==> src/rtl/spi_dma_pkg.sv <==
package spi_dma_pkg;

    typedef enum logic [2:0] {
        ST_IDLE = 3'd0,
        ST_LOAD = 3'd1,
        ST_LOW  = 3'd2,
        ST_HIGH = 3'd3,
        ST_PUSH = 3'd4,
        ST_TAIL = 3'd5
    } xfer_state_e;

endpackage

==> src/rtl/sdm_fifo.sv <==
module sdm_fifo #(
    parameter int W     = 8,
    parameter int DEPTH = 4
) (
    input  logic         clk,
    input  logic         rst_n,
    input  logic         in_valid,
    output logic         in_ready,
    input  logic [W-1:0] in_data,
    output logic         out_valid,
    input  logic         out_ready,
    output logic [W-1:0] out_data
);
    localparam int AW = (DEPTH > 1) ? $clog2(DEPTH) : 1;
    localparam int CW = $clog2(DEPTH + 1);
    localparam logic [AW-1:0] PTR_LAST = AW'(DEPTH - 1);
    localparam logic [CW-1:0] CNT_FULL = CW'(DEPTH);

    logic [W-1:0]  store [DEPTH];
    logic [AW-1:0] wr_q, rd_q;
    logic [CW-1:0] fill_q;
    logic          do_wr, do_rd;

    assign in_ready  = (fill_q != CNT_FULL);
    assign out_valid = (fill_q != '0);
    assign out_data  = store[rd_q];
    assign do_wr     = in_valid && in_ready;
    assign do_rd     = out_valid && out_ready;

    always_ff @(posedge clk) begin
        if (do_wr) begin
            store[wr_q] <= in_data;
        end
    end

    always_ff @(posedge clk or negedge rst_n) begin
        if (!rst_n) begin
            wr_q   <= '0;
            rd_q   <= '0;
            fill_q <= '0;
        end else begin
            if (do_wr) begin
                wr_q <= (wr_q == PTR_LAST) ? '0 : wr_q + 1'b1;
            end
            if (do_rd) begin
                rd_q <= (rd_q == PTR_LAST) ? '0 : rd_q + 1'b1;
            end
            unique case ({do_wr, do_rd})
                2'b10:   fill_q <= fill_q + 1'b1;
                2'b01:   fill_q <= fill_q - 1'b1;
                default: fill_q <= fill_q;
            endcase
        end
    end
endmodule

==> src/rtl/sdm_phase_timer.sv <==
module sdm_phase_timer #(
    parameter int DIV_W = 8
) (
    input  logic             clk,
    input  logic             rst_n,
    input  logic             restart,
    input  logic [DIV_W-1:0] half,
    output logic             expired
);
    logic [DIV_W-1:0] left_q;
    logic [DIV_W-1:0] span;

    // a half-period of 0 behaves as 1 (minimum divider of 2)
    assign span    = (half == '0) ? '0 : half - 1'b1;
    assign expired = (left_q == '0);

    always_ff @(posedge clk or negedge rst_n) begin
        if (!rst_n) begin
            left_q <= '0;
        end else if (restart) begin
            left_q <= span;
        end else if (left_q != '0) begin
            left_q <= left_q - 1'b1;
        end
    end
endmodule

==> src/rtl/sdm_shifter.sv <==
module sdm_shifter #(
    parameter int W = 8
) (
    input  logic         clk,
    input  logic         rst_n,
    input  logic         load,
    input  logic [W-1:0] load_data,
    input  logic         shift_out,
    input  logic         sample_in,
    input  logic         serial_in,
    output logic         serial_out,
    output logic [W-1:0] par_out
);
    logic [W-1:0] out_sh_q;
    logic [W-1:0] in_sh_q;

    assign serial_out = out_sh_q[W-1];
    assign par_out    = in_sh_q;

    always_ff @(posedge clk or negedge rst_n) begin
        if (!rst_n) begin
            out_sh_q <= '0;
            in_sh_q  <= '0;
        end else begin
            if (load) begin
                out_sh_q <= load_data;
            end else if (shift_out) begin
                out_sh_q <= {out_sh_q[W-2:0], 1'b0};
            end
            if (sample_in) begin
                in_sh_q <= {in_sh_q[W-2:0], serial_in};
            end
        end
    end
endmodule

==> src/rtl/spi_dma_master.sv <==
module spi_dma_master
    import spi_dma_pkg::*;
#(
    parameter int WORD_W     = 8,
    parameter int FIFO_DEPTH = 4,
    parameter int CNT_W      = 16,
    parameter int DIV_W      = 8
) (
    input  logic              clk,
    input  logic              rst_n,
    input  logic              start,
    input  logic [CNT_W-1:0]  cfg_words,
    input  logic [DIV_W-1:0]  cfg_half,
    input  logic              cfg_tx_en,
    input  logic              cfg_rx_en,
    input  logic              cfg_send_zeros,
    input  logic              tx_s_valid,
    output logic              tx_s_ready,
    input  logic [WORD_W-1:0] tx_s_data,
    output logic              rx_m_valid,
    input  logic              rx_m_ready,
    output logic [WORD_W-1:0] rx_m_data,
    output logic              sclk,
    output logic              cs_n,
    output logic              mosi,
    input  logic              miso,
    output logic              busy,
    output logic              done
);
    localparam int BW = (WORD_W > 1) ? $clog2(WORD_W) : 1;
    localparam logic [BW-1:0]    LAST_BIT  = BW'(WORD_W - 1);
    localparam logic [CNT_W-1:0] FINAL_CNT = CNT_W'(1);

    xfer_state_e       state_q, state_nx;
    logic [CNT_W-1:0]  left_q;
    logic [BW-1:0]     bit_q;
    logic [DIV_W-1:0]  half_q;
    logic              tx_en_q, rx_en_q, zeros_q;
    logic [WORD_W-1:0] last_q;
    logic              cs_act_q;
    logic              done_q;

    logic              txf_valid, txf_pop;
    logic [WORD_W-1:0] txf_data;
    logic              rxf_ready, rxf_push;
    logic [WORD_W-1:0] rx_word;
    logic [WORD_W-1:0] src_word;
    logic              tmr_restart, tmr_expired;
    logic              sh_load, sh_rise, sh_fall;
    logic              src_ready, sink_ready;
    logic              word_end;
    logic              mosi_w;

    sdm_fifo #(.W(WORD_W), .DEPTH(FIFO_DEPTH)) u_tx_fifo (
        .clk       (clk),
        .rst_n     (rst_n),
        .in_valid  (tx_s_valid),
        .in_ready  (tx_s_ready),
        .in_data   (tx_s_data),
        .out_valid (txf_valid),
        .out_ready (txf_pop),
        .out_data  (txf_data)
    );

    sdm_fifo #(.W(WORD_W), .DEPTH(FIFO_DEPTH)) u_rx_fifo (
        .clk       (clk),
        .rst_n     (rst_n),
        .in_valid  (rxf_push),
        .in_ready  (rxf_ready),
        .in_data   (rx_word),
        .out_valid (rx_m_valid),
        .out_ready (rx_m_ready),
        .out_data  (rx_m_data)
    );

    sdm_phase_timer #(.DIV_W(DIV_W)) u_timer (
        .clk     (clk),
        .rst_n   (rst_n),
        .restart (tmr_restart),
        .half    (half_q),
        .expired (tmr_expired)
    );

    sdm_shifter #(.W(WORD_W)) u_shift (
        .clk        (clk),
        .rst_n      (rst_n),
        .load       (sh_load),
        .load_data  (src_word),
        .shift_out  (sh_fall),
        .sample_in  (sh_rise),
        .serial_in  (miso),
        .serial_out (mosi_w),
        .par_out    (rx_word)
    );

    // word source and sink availability
    assign src_ready  = !tx_en_q || txf_valid;
    assign sink_ready = !rx_en_q || rxf_ready;
    assign src_word   = tx_en_q ? txf_data : (zeros_q ? '0 : last_q);

    // next-state logic
    always_comb begin
        state_nx = state_q;
        unique case (state_q)
            ST_IDLE: if (start && (cfg_words != '0)) state_nx = ST_LOAD;
            ST_LOAD: if (src_ready) state_nx = ST_LOW;
            ST_LOW:  if (tmr_expired) state_nx = ST_HIGH;
            ST_HIGH: if (tmr_expired) state_nx = (bit_q == LAST_BIT) ? ST_PUSH : ST_LOW;
            ST_PUSH: if (sink_ready) state_nx = (left_q == FINAL_CNT) ? ST_TAIL : ST_LOAD;
            ST_TAIL: if (tmr_expired) state_nx = ST_IDLE;
            default: state_nx = ST_IDLE;
        endcase
    end

    // datapath strobes
    assign tmr_restart = (state_nx != state_q);
    assign sh_load     = (state_q == ST_LOAD) && src_ready;
    assign txf_pop     = (state_q == ST_LOAD) && tx_en_q && txf_valid;
    assign sh_rise     = (state_q == ST_LOW) && tmr_expired;
    assign sh_fall     = (state_q == ST_HIGH) && tmr_expired && (bit_q != LAST_BIT);
    assign rxf_push    = (state_q == ST_PUSH) && rx_en_q && rxf_ready;
    assign word_end    = (state_q == ST_PUSH) && sink_ready;

    // state register
    always_ff @(posedge clk or negedge rst_n) begin
        if (!rst_n) begin
            state_q <= ST_IDLE;
        end else begin
            state_q <= state_nx;
        end
    end

    // transfer bookkeeping registers
    always_ff @(posedge clk or negedge rst_n) begin
        if (!rst_n) begin
            left_q   <= '0;
            bit_q    <= '0;
            half_q   <= '0;
            tx_en_q  <= 1'b0;
            rx_en_q  <= 1'b0;
            zeros_q  <= 1'b0;
            last_q   <= '0;
            cs_act_q <= 1'b0;
            done_q   <= 1'b0;
        end else begin
            done_q <= (state_q == ST_TAIL) && tmr_expired;
            if ((state_q == ST_IDLE) && start && (cfg_words != '0)) begin
                left_q  <= cfg_words;
                half_q  <= cfg_half;
                tx_en_q <= cfg_tx_en;
                rx_en_q <= cfg_rx_en;
                zeros_q <= cfg_send_zeros;
            end
            if (sh_load) begin
                bit_q    <= '0;
                cs_act_q <= 1'b1;
            end else if (sh_fall) begin
                bit_q <= bit_q + 1'b1;
            end
            if (txf_pop) begin
                last_q <= txf_data;
            end
            if (word_end) begin
                left_q <= left_q - 1'b1;
            end
            if ((state_q == ST_TAIL) && tmr_expired) begin
                cs_act_q <= 1'b0;
            end
        end
    end

    // outputs
    always_comb begin
        sclk = (state_q == ST_HIGH);
        cs_n = !cs_act_q;
        mosi = mosi_w;
        busy = (state_q != ST_IDLE);
        done = done_q;
    end
endmodule

==> config.mk <==
export PLATFORM = sky130hd
export DESIGN_NAME = spi_dma_master
export DESIGN_NICKNAME = d
export VERILOG_FILES = /design/src/rtl/spi_dma_pkg.sv /design/src/rtl/sdm_fifo.sv /design/src/rtl/sdm_phase_timer.sv /design/src/rtl/sdm_shifter.sv /design/src/rtl/spi_dma_master.sv
export SDC_FILE = /design/constraint.sdc
export NUM_CORES = 1
export LEC_CHECK = 0
export BUFFER_PORTS_ARGS = -buffer_cell sky130_fd_sc_hd__buf_2
export CAP_MARGIN = 15
export CORE_MARGIN = 5
export CORE_UTILIZATION = 30
export CTS_CLUSTER_SIZE = 40
export DETAILED_ROUTE_END_ITERATION = 10
export SETUP_SLACK_MARGIN = 0.15
export SYNTH_ARGS = -nofsm -noshare
export SYNTH_HDL_FRONTEND = slang
export SYNTH_HIERARCHICAL = 1
export SYNTH_SLANG_ARGS = --single-unit
==> constraint.sdc <==
create_clock -name clk -period 8.1 [get_ports clk]
set_clock_uncertainty 0.1 [all_clocks]
set_input_delay 1.62 -clock clk [delete_from_list [all_inputs] [get_ports clk]]
set_output_delay 1.62 -clock clk [all_outputs]
set_load 0.02 [all_outputs]
* Word-level counts from Yosys, hierarchy flattened
Memory sizes are Yosys's and may differ from the RTL's.
Index checks and enable logic that the tools add are counted.
** Word-level totals
- Logic and storage cells :: 120
- Register bits after elaboration :: 81
- Memory bits (writable) :: 64
- Input port bits :: 41
- Output and inout bits :: 15
- Memories :: 2
** Cells by class
- Muxes and demuxes :: 32
- Reductions and logical operators :: 36
- Add/subtract/negate cells :: 12
- Equal/unequal tests :: 19
** Memories
- u_rx_fifo.store :: words 4, width 8, read ports 1, clocked after Yosys merged registers in 0, write ports 1, RTL line sdm_fifo.sv:19 : logic [W-1:0] store [DEPTH];
- u_tx_fifo.store :: words 4, width 8, read ports 1, clocked after Yosys merged registers in 0, write ports 1, RTL line sdm_fifo.sv:19
** Operators by type and width (count)
- 8-bit two-way mux :: 7
- 16-bit two-way mux :: 2
- 3-bit two-way mux :: 10
- 3-bit one-hot mux with 6 select lines :: 1
- 1-bit logical AND :: 17
- 16-bit by 1-bit == test with 1-bit output (second input constant) :: 1
- 8-bit logical NOT :: 2
- 16-bit nonzero test :: 1
- 16-bit by 1-bit subtractor with 16-bit output (second input constant) :: 1
- 8-bit by 1-bit subtractor with 8-bit output (second input constant) :: 2
- 2-bit == test (second input constant) :: 6
- 3-bit one-hot mux with 2 select lines :: 2
- 2-bit nonzero test :: 6
- 3-bit by 1-bit adder with 3-bit output (second input constant) :: 3
- 3-bit == test (second input constant) :: 3
- 3-bit inequality test (second input constant) :: 3
- 3-bit nonzero test :: 3
- 2-bit by 1-bit adder with 2-bit output (second input constant) :: 4
- 2-bit two-way mux :: 4
- 8-bit nonzero test :: 1
- 3-bit by 2-bit == test with 1-bit output (second input constant) :: 2
- 1-bit two-way mux :: 6
- 3-bit by 1-bit subtractor with 3-bit output (second input constant) :: 2
- 2-bit by 1-bit == test with 1-bit output (second input constant) :: 2
- 5 further kinds :: 8

* Longest topological paths before layout
Gate-level depths: netlist of the first run.
- Depth in word-level cells :: 6
- Mapped depth :: 12
- Gate-level depth less buffers :: 12

* By module
The synthesis of the first run kept the hierarchy.
** By module, submodules not included
- spi_dma_master :: times used 1, cells each 239, area an instance 2257.2 um2
- sdm_fifo at u_rx_fifo :: times used 1, cells each 83, area an instance 1607.8 um2
- sdm_fifo at u_tx_fifo :: times used 1, cells each 82, area an instance 1607.8 um2
- sdm_shifter :: times used 1, cells each 51, area an instance 700.7 um2
- sdm_phase_timer :: times used 1, cells each 66, area an instance 631.9 um2

* Worst setup path before layout of the first run
Ideal clock, no wire load.
- Kind :: input to register
- From :: input cfg_words[11]
- To :: register u_timer.left_q[7]
- Slack :: 4.549 ns
- Buffers on the path :: 1
- Stages on the path :: 8
- Arrival time :: 3.330 ns
- Path through :: nor4_1 > nand4_1 > a31oi_1 > o311ai_1 > mux2_2 > clkbuf_1 > nor2_1 > a22o_1
** Between the ends
- Word-level cells in the longest chain between the ends :: 6
** RTL lines
- start: declaration :: RTL line spi_dma_master.sv:12 : input logic [CNT_W-1:0] cfg_words,
- 16-bit nonzero test * :: RTL line spi_dma_master.sv:105 : ST_IDLE: if (start && (cfg_words != '0)) state_nx = ST_LOAD;
- 1-bit logical AND * :: RTL line spi_dma_master.sv:105
- 3-bit two-way mux * :: RTL line spi_dma_master.sv:105
- 3-bit one-hot mux with 6 select lines * :: RTL line spi_dma_master.sv:104 : unique case (state_q)
- net state_nx[0] :: RTL line spi_dma_master.sv:34 : xfer_state_e state_q, state_nx;
- 3-bit inequality test * :: RTL line spi_dma_master.sv:116 : assign tmr_restart = (state_nx != state_q);
- net tmr_restart :: RTL line spi_dma_master.sv:48 : logic tmr_restart, tmr_expired;
- 8-bit two-way mux / 2-bit nonzero test (equally long branches)
- end signal: assignment :: RTL line sdm_phase_timer.sv:21 : left_q <= span;
- end signal: assignment :: RTL line sdm_phase_timer.sv:23 : left_q <= left_q - 1'b1;
- end: declaration :: RTL line sdm_phase_timer.sv:10 : logic [DIV_W-1:0] left_q;
The timed path passes the listed nets; every way through them passes the cells marked *.
A chain may end at the register's enable or synchronous reset.

* Worst setup path in the final report of the first run
- From :: input cfg_words[11]
- To :: register u_timer.left_q[4]
The elaborated chain is that of the path after synthesis.

==> results of run 1 <==
[flip-flops by register name, indices dropped and copies added (netlist names), 2 cells and up]
| register | count |
|---|---|
| bit_q | 3 |
| half_q | 8 |
| last_q | 8 |
| left_q | 16 |
| state_q | 3 |
| u_rx_fifo/fill_q | 3 |
| u_rx_fifo/rd_q | 2 |
| u_rx_fifo/store | 32 |
| u_rx_fifo/wr_q | 2 |
| u_shift/out_sh_q | 8 |
| u_shift/par_out | 8 |
| u_timer/left_q | 8 |
| u_tx_fifo/fill_q | 3 |
| u_tx_fifo/rd_q | 2 |
| u_tx_fifo/store | 32 |
| u_tx_fifo/wr_q | 2 |
[power by group]
part	leakage (nW)	total (mW)	internal, mW	switching (mW)
Clock	0.292	0.784	0.440	0.344
Sequential	1.63	0.886	0.833	0.0534
Combinational	1.38	0.269	0.131	0.138
[cell families after synthesis]
family          count (synthesis)  synth area share, %
compound gates                 80                 8.27
simple gates                  159                 12.2
xor+xnor                       17                 2.19
buf+inv                        46                 3.31
mux                            53                 11.9
flops                         145                 58.0
fa+ha+maj                      21                 4.08
[worst min-delay path by stage]
stage | from | slack (ns) | end | cells past startpoint
6_report | u_rx_fifo/fill_q[2] | 0.38 | u_rx_fifo/fill_q[2] | 1
5_1_grt | u_rx_fifo/fill_q[2] | 0.41 | u_rx_fifo/fill_q[2] | 1
4_1_cts | u_rx_fifo/fill_q[2] | 0.38 | u_rx_fifo/fill_q[2] | 1
3_5_place_dp | u_rx_fifo/fill_q[2] | 0.37 | u_rx_fifo/fill_q[2] | 1
3_3_place_gp | u_rx_fifo/fill_q[2] | 0.37 | u_rx_fifo/fill_q[2] | 1
2_1_floorplan | u_rx_fifo/fill_q[2] | 0.35 | u_rx_fifo/fill_q[2] | 1
[through the flow]
step	hold WS (ns)	setup slack (ns)	instance area [um2]
after floorplan	0.348	4.55	6810
after global placement	0.372	4.05	7340
after detailed placement	0.371	3.99	7340
after CTS	0.383	4.41	7930
after global routing	0.409	4.18	7950
final	0.382	4.40	7950
[synthesized netlist by cell type (all sizes together), types with 2 or more instances]
library cell	number
inv	26
nand2b	7
nor3b	4
nand2	59
or3	7
o21ai	18
clkbuf	5
mux4	16
nand3	5
and3	12
a31oi	4
edfxtp	64
a22o	10
or3b	2
a211oi	4
o41ai	2
o211ai	5
o31ai	2
or4	4
xnor2	12
mux2	27
nor2	34
o32ai	4
a21oi	14
nor4	11
or2	2
buf	14
o22ai	6
fa	2
dfrtp	81
ha	19
o21a	2
nor3	7
xor2	5
mux2i	10
o311ai	3
[critical path: stages]
cell and delay [ns]:
buf_2 0.11, nor4_1 0.49, nand4_1 0.25, a31oi_1 0.40
o311ai_1 0.20, mux2_2 0.43, o41ai_4 0.18, o22ai_1 0.14
o21a_1 0.13
[cell type report]
type                    instances  area [um2]  share of cell area, %
repair buffers                 58         320                   4.03
well taps                     285         357                   4.48
multi-input cells             330        2640                   33.2
clock buffers                  17         425                   5.35
inverters                      27         101                   1.27
flip-flops and latches        145        3950                   49.7
clock inverters                15         163                   2.05
[routing by layer]
metal  part of all wire, %  vias to the layer above  global-route usage (%)
met5                     0                        -                       0
met4                   1.2                        0                    3.68
met3                   4.5                       17                    3.31
met2                    45                       71                    16.2
met1                    49                     2036                    15.3
li1                      -                     2044                       -
==> results.md, run 1 <==
- Fin. Hold Viols: 0
- Worst Max-Slew Pin Slew: 1.06 ns
- Total Power: 1.94 mW
- Core area: 22500 um2
- Synth Flop Type: dfrtp_1
- Final period utilization: 45.7%
- Final wirelength: 13800 um
- Worst Setup SP: cfg_words[11]
- Placer congestion estimate: 0.780
- Cell taking the most area after synthesis: dfrtp_1
- Cells after DPL: 844
- Final Critical Period: 3.70 ns
- Vias: 4168
- Peak supply drop: 142 uV
- Initial antenna violation count: 0
- Crit Path Category: primary input to register
- Number of global-route vias before repair: 4223
- Final core occ: 35.3%
- Synthesized area: 6810 um2
- Dpl hpwl: 9380 um
- Post-synth EDFFs: 64
- Max cap viols: 0
- Synthesis-stage register bit count: 145
- Die area: 25800 um2
- Synth unique cells: 68
- CTS Buffer Depth: 2
- Worst Path Required: 8.36 ns
- Antenna Violating Nets Remaining: 0
- CTS root buf: clkbuf_16
- Total gr overflow: 0
- Clock edge transition at the registers on the reported setup and hold paths: 0.06 ns
- Most frequent cells in the layout: dfrtp_1 (81), edfxtp_1 (64), nand2_1 (58)
- I/O pin cnt: 56
- Synth-to-Final Area Change: 16.9%
- Setup_tns: 0 ns
- Layout cell share with drive strength beyond 1: 26.2%
- Layout Cells excl Fill: 877
- Ranking of synthesized cells by area: dfrtp_1 (30%), edfxtp_1 (28%), mux4_2 (5.3%)
- Starting Density: 30.2%
- CTS buffer count: 17
- DRT Pass-1 Iters: 4
- Most common cell after layout, fill and taps aside: dfrtp_1
- R2R Path Start: u_rx_fifo/fill_q[2]
- Yosys warnings: 6
- Endpoint class of the critical path: register
- Async set-or-reset flop fraction in the synthesized netlist: 55.9%
- Die Wd: 161 um
- Hold Buf Count CTS: 0
- # diodes: 0
- Port buffer count: 55
- CTS tree: yes
- CP Max Fanout: 12
- Fill cells: 2182
- CTS resizes: 0
- Worst skew pair latency: 0.42 ns
- Core Rows: 55
- Crit path capture: u_timer/left_q[4]
- RSZ-0062 raised after global routing: false
- Hold/Removal Path Class: register to register
- First-pass GRT wire length: 22500 um
- DRC: 0
- Syn nets: 583
- CP Launch Type: primary input
- Sink Count: 145
- Sequential element share of the synthesized area: 58.0%
- Leak Pwr: 3.29 nW
- Status: complete, no violations
- Final nets: 641
- Wire length per cell: 15.7 um
- Max Transition Viols Final: 0
- Post-synthesis cell count: 521
- Pwr Density: 244 nW/um2
- Relative max-transition margin: 29.3%
- Crit path arrival time: 3.96 ns
- Initial DRC count: 199
- Crit Reg-Reg Endpoint: u_timer/left_q[1]
- Setup repair bufs after CTS: 0
- Reg2reg setup slack: 4.99 ns
- Synth top area share: 29.8%
- Die height: 161 um
- Pin count of the biggest net entering global routing: 80
- Post-synthesis average cell area: 13.1 um2
- Final setup fails: 0
- GRT Overall Usage: 10.9%
- H-tree depth: 4
- R2R depth: 7
- DR vias/cell: 4.75
- Fmax: 0.270 GHz
Note: power is estimated with default switching activity, not from simulation.
==> run 2: changes to the inputs <==
--- a/config.mk
+++ b/config.mk
@@ -5,6 +5,7 @@
 export SDC_FILE = /design/constraint.sdc
 export NUM_CORES = 1
 export LEC_CHECK = 0
+export ABC_AREA = 1
 export BUFFER_PORTS_ARGS = -buffer_cell sky130_fd_sc_hd__buf_2
 export CAP_MARGIN = 15
 export CORE_MARGIN = 5
==> constraint.sdc (replaced) <==
create_clock -name clk -period 3.1 [get_ports clk]
set_clock_uncertainty 0.1 [all_clocks]
set_input_delay 0.62 -clock clk [delete_from_list [all_inputs] [get_ports clk]]
set_output_delay 0.62 -clock clk [all_outputs]
set_load 0.02 [all_outputs]
==> results.md, run 2 <==
- Crit path arrival time: 2.80 ns (-1.16 ns)
- Worst Path Required: 3.35 ns (-5.01 ns)
- Final nets: 985 (+54%)
- Yosys warnings: 6 (unchanged)
- Fmax: 0.392 GHz
- Switching Fraction: 40.7% (+13 points)
- Crit Path Category: register to register
- Slowest stage delay, CP: 0.40 ns (-0.09 ns)
- Initial antenna violation count: 2 (+2)
- Final setup fails: 0 (unchanged)
- DRT Pass-1 Iters: 5 (+1)
- Antenna Violating Nets Remaining: 0 (unchanged)
- RSZ-0062 raised after global routing: false
- Synth unique cells: 39 (-43%)
- Sink Count: 145 (unchanged)
- Most common cell after layout, fill and taps aside: nand2_1
- Top cells by count, synth: nand2_1 (253), inv_1 (126), nand3_1 (86), dfrtp_1 (81), edfxtp_1 (64)
- Sequential element share of the synthesized area: 52.2% (-5.8 points)
- Die Wd: 169 um (+5.1%)
- Placer congestion estimate: 0.804 (+3.0%)
- Layout cell share with drive strength beyond 1: 15.9% (-10 points)
- Fin. Hold Viols: 0 (unchanged)
- Total gr overflow: 0 (unchanged)
- Relative max-transition margin: 32.5% (+3.2 points)
- Starting Density: 30.2% (about the same)
- Top flop regs: u_rx_fifo/store (32), u_tx_fifo/store (32), left_q (16)
- Post-synthesis cell count: 860 (+65%)
- Net switching power of the design: 3.27 mW (+510%)
- Synth Flop Type: dfrtp_1
- Top Family by Delay on Critical Path: simple AND/OR/NAND/NOR gates
- Synth-to-Final Area Change: 15.3%
- # diodes: 0 (unchanged)
- Leak Pwr: 4.10 nW (+24%)
- CTS tree: yes
- Clock power share: 25.4% (-15 points)
- I/O pin cnt: 56 (unchanged)
- Post-synthesis average cell area: 8.80 um2 (-33%)
- Fill cells: 2586 (+19%)
- CTS root buf: clkbuf_16
- Most frequent cell after synthesis: nand2_1
- Met2 wire length: 7160 um (+14%)
- Seq pwr share: 38.8% (-6.9 points)
- Dpl hpwl: 11100 um (+18%)
- Setup repair bufs after CTS: 0 (unchanged)
- CTS Buffer Depth: 2 (unchanged)
- Initial DRC count: 370 (+86%)
- Die area: 28500 um2 (+10%)
- Synth top area share: 26.8% (-3.0 points)
- GRT Overall Usage: 11.4% (+0.43 points)
- WL met3: 701 um (+13%)
- Core area: 25000 um2 (+11%)
- Synthesized area: 7570 um2 (+11%)
- M1 wire length: 7280 um (+8.1%)
- Post-synth EDFFs: 64 (unchanged)
- Critical path's slowest cell: dfrtp_1
- Core Rows: 58 (+5.5%)
- CP Max Fanout: 9 (-3)
- DRC: 0 (unchanged)
- Worst Max-Slew Pin Slew: 1.01 ns (-0.0489 ns)
- Final period utilization: 82.3%
- CP Launch Type: register
- H-tree depth: 4 (unchanged)
- Port buffer count: 55 (unchanged)
- Peak supply drop: 425 uV (+200%)
- Endpoint class of the critical path: register
- Cell taking the most area after synthesis: dfrtp_1
- CTS buffer count: 17 (unchanged)
- Final wirelength: 15300 um (+11%)
- Syn nets: 922 (+58%)
- Layout Cells excl Fill: 1266 (+44%)
- CP bufs+invs: 3 (+2)
- Hold/Removal Path Class: primary input to async pin
- Internal: 4.78 mW (+240%)
- Status: complete, no violations
- Clock edge transition at the registers on the reported setup and hold paths: 0.07 ns (about the same)
- Vias: 5585 (+34%)
- Async set-or-reset flop fraction in the synthesized netlist: 55.9% (unchanged)
- CTS resizes: 0 (unchanged)
- Worst skew pair latency: 0.42 ns (about the same)
- Max cap viols: 0 (unchanged)
- Hold Buf Count CTS: 0 (unchanged)
- CP Cell Sequence: inv_1 -> ha_1 -> inv_2 -> nor2_4 -> nand4_4 -> nor2_4 -> nand4_1 -> nand3_1 -> nor2_1 -> nand2_1 -> nand2_1 -> nand3_1 -> inv_2 -> nor2_4 -> nand3_1 -> a21oi_1
- Max Transition Viols Final: 0 (unchanged)
- Pin count of the biggest net entering global routing: 48 (-40%)
- Pwr Density: 923 nW/um2 (+280%)
- Final Critical Period: 2.55 ns
- Synthesis-stage register bit count: 145 (unchanged)
- Wire length per cell: 12.1 um (-23%)
- Setup_tns: 0 ns (unchanged)
- First-pass GRT wire length: 26400 um (+17%)
- Cells after DPL: 1234 (+46%)
- Comb pwr share: 35.7% (+22 points)
- Ranking of synthesized cells by area: dfrtp_1 (27%), edfxtp_1 (25%), nand2_1 (13%)
- Die height: 169 um (+5.1%)
- DR vias/cell: 4.41 (-7.2%)
- Top layer in use: met5
- Number of global-route vias before repair: 5485 (+30%)
- Most frequent cells in the layout: nand2_1 (253), inv_1 (126), nand3_1 (86)
==> run 2: cell types whose count changed after synthesis, moves of 12 or more <==
cell,previous run,this run
nand2_1,58,253
inv_1,26,126
nand3_1,5,86
nor2_1,33,61
o211ai_1,5,30
mux4_2,16,0
mux2_2,14,0
mux2_4,12,0
==> run 2: layer usage <==
| layer | track usage, % | vias to the layer above |
|---|---|---|
| met1 | 14.7 | 2575 |
| met4 | 3.49 | 4 |
| met2 | 18.4 | 77 |
| met5 | 0 | - |
| met3 | 3.39 | 20 |
| li1 | - | 2909 |
==> run 2: path summary, 6_finish.rpt <==
| path | slack, ns | start | cells after the start | end |
|---|---|---|---|---|
| max in group asynchronous | 2.10 | rst_n | 2 | u_tx_fifo/fill_q[0] |
| min reg2reg | 0.38 | u_tx_fifo/fill_q[1] | 2 | u_tx_fifo/fill_q[1] |
| min | 0.13 | rst_n | 1 | u_shift/out_sh_q[0] |
| max | 0.55 | u_timer/left_q[0] | 16 | u_timer/left_q[5] |
| max reg2reg | 0.55 | u_timer/left_q[0] | 16 | u_timer/left_q[5] |
| min in group clk | 0.29 | cfg_half[4] | 3 | half_q[4] |
==> run 2: power groups by stage <==
| stage | clock, mW | combinational, mW | sequential [mW] |
|---|---|---|---|
| final | 2.05 | 2.88 | 3.13 |
| after global routing | 2.20 | 3.35 | 3.22 |
| after CTS | 2.11 | 2.92 | 3.13 |
| after detailed placement | 0 | 2.90 | 3.17 |
| after global placement | 0 | 2.86 | 3.15 |
| after floorplan | 0 | 2.45 | 2.98 |
==> run 2: through the flow <==
step	hold WS [ns]	utilization, %	instance area [um2]	total power, mW	worst slack (ns)
4_1_cts	0.132	34.9	8730	8.16	0.519
2_1_floorplan	0.224	-	7570	5.43	0.853
5_1_grt	0.154	34.9	8730	8.77	0.225
3_3_place_gp	0.364	32.5	8130	6.01	0.602
3_5_place_dp	0.367	32.5	8130	6.07	0.520
6_report	0.128	34.9	8730	8.05	0.550
==> run 2: cell families (layout without fill, tap and decap cells) <==
logic type	after synthesis	after routing	share of synthesized area, %
DFF	145	145	52.2
adders and majority gates	21	21	3.67
xor gates and xnor gates	5	5	0.579
buffers and inverters	160	236	9.71
and+or+nand+nor	438	438	26.0
AOI/OAI and AO/OA	91	91	7.82
==> run 2: layout make-up <==
class	instances	area [um2]	area share, %
clock buffers	17	425	4.88
clock inverters	15	169	1.94
inverters	138	526	6.02
multi-input cells	555	2880	33.1
flip-flops and latches	145	3950	45.3
well taps	330	413	4.73
repair buffers	66	360	4.13
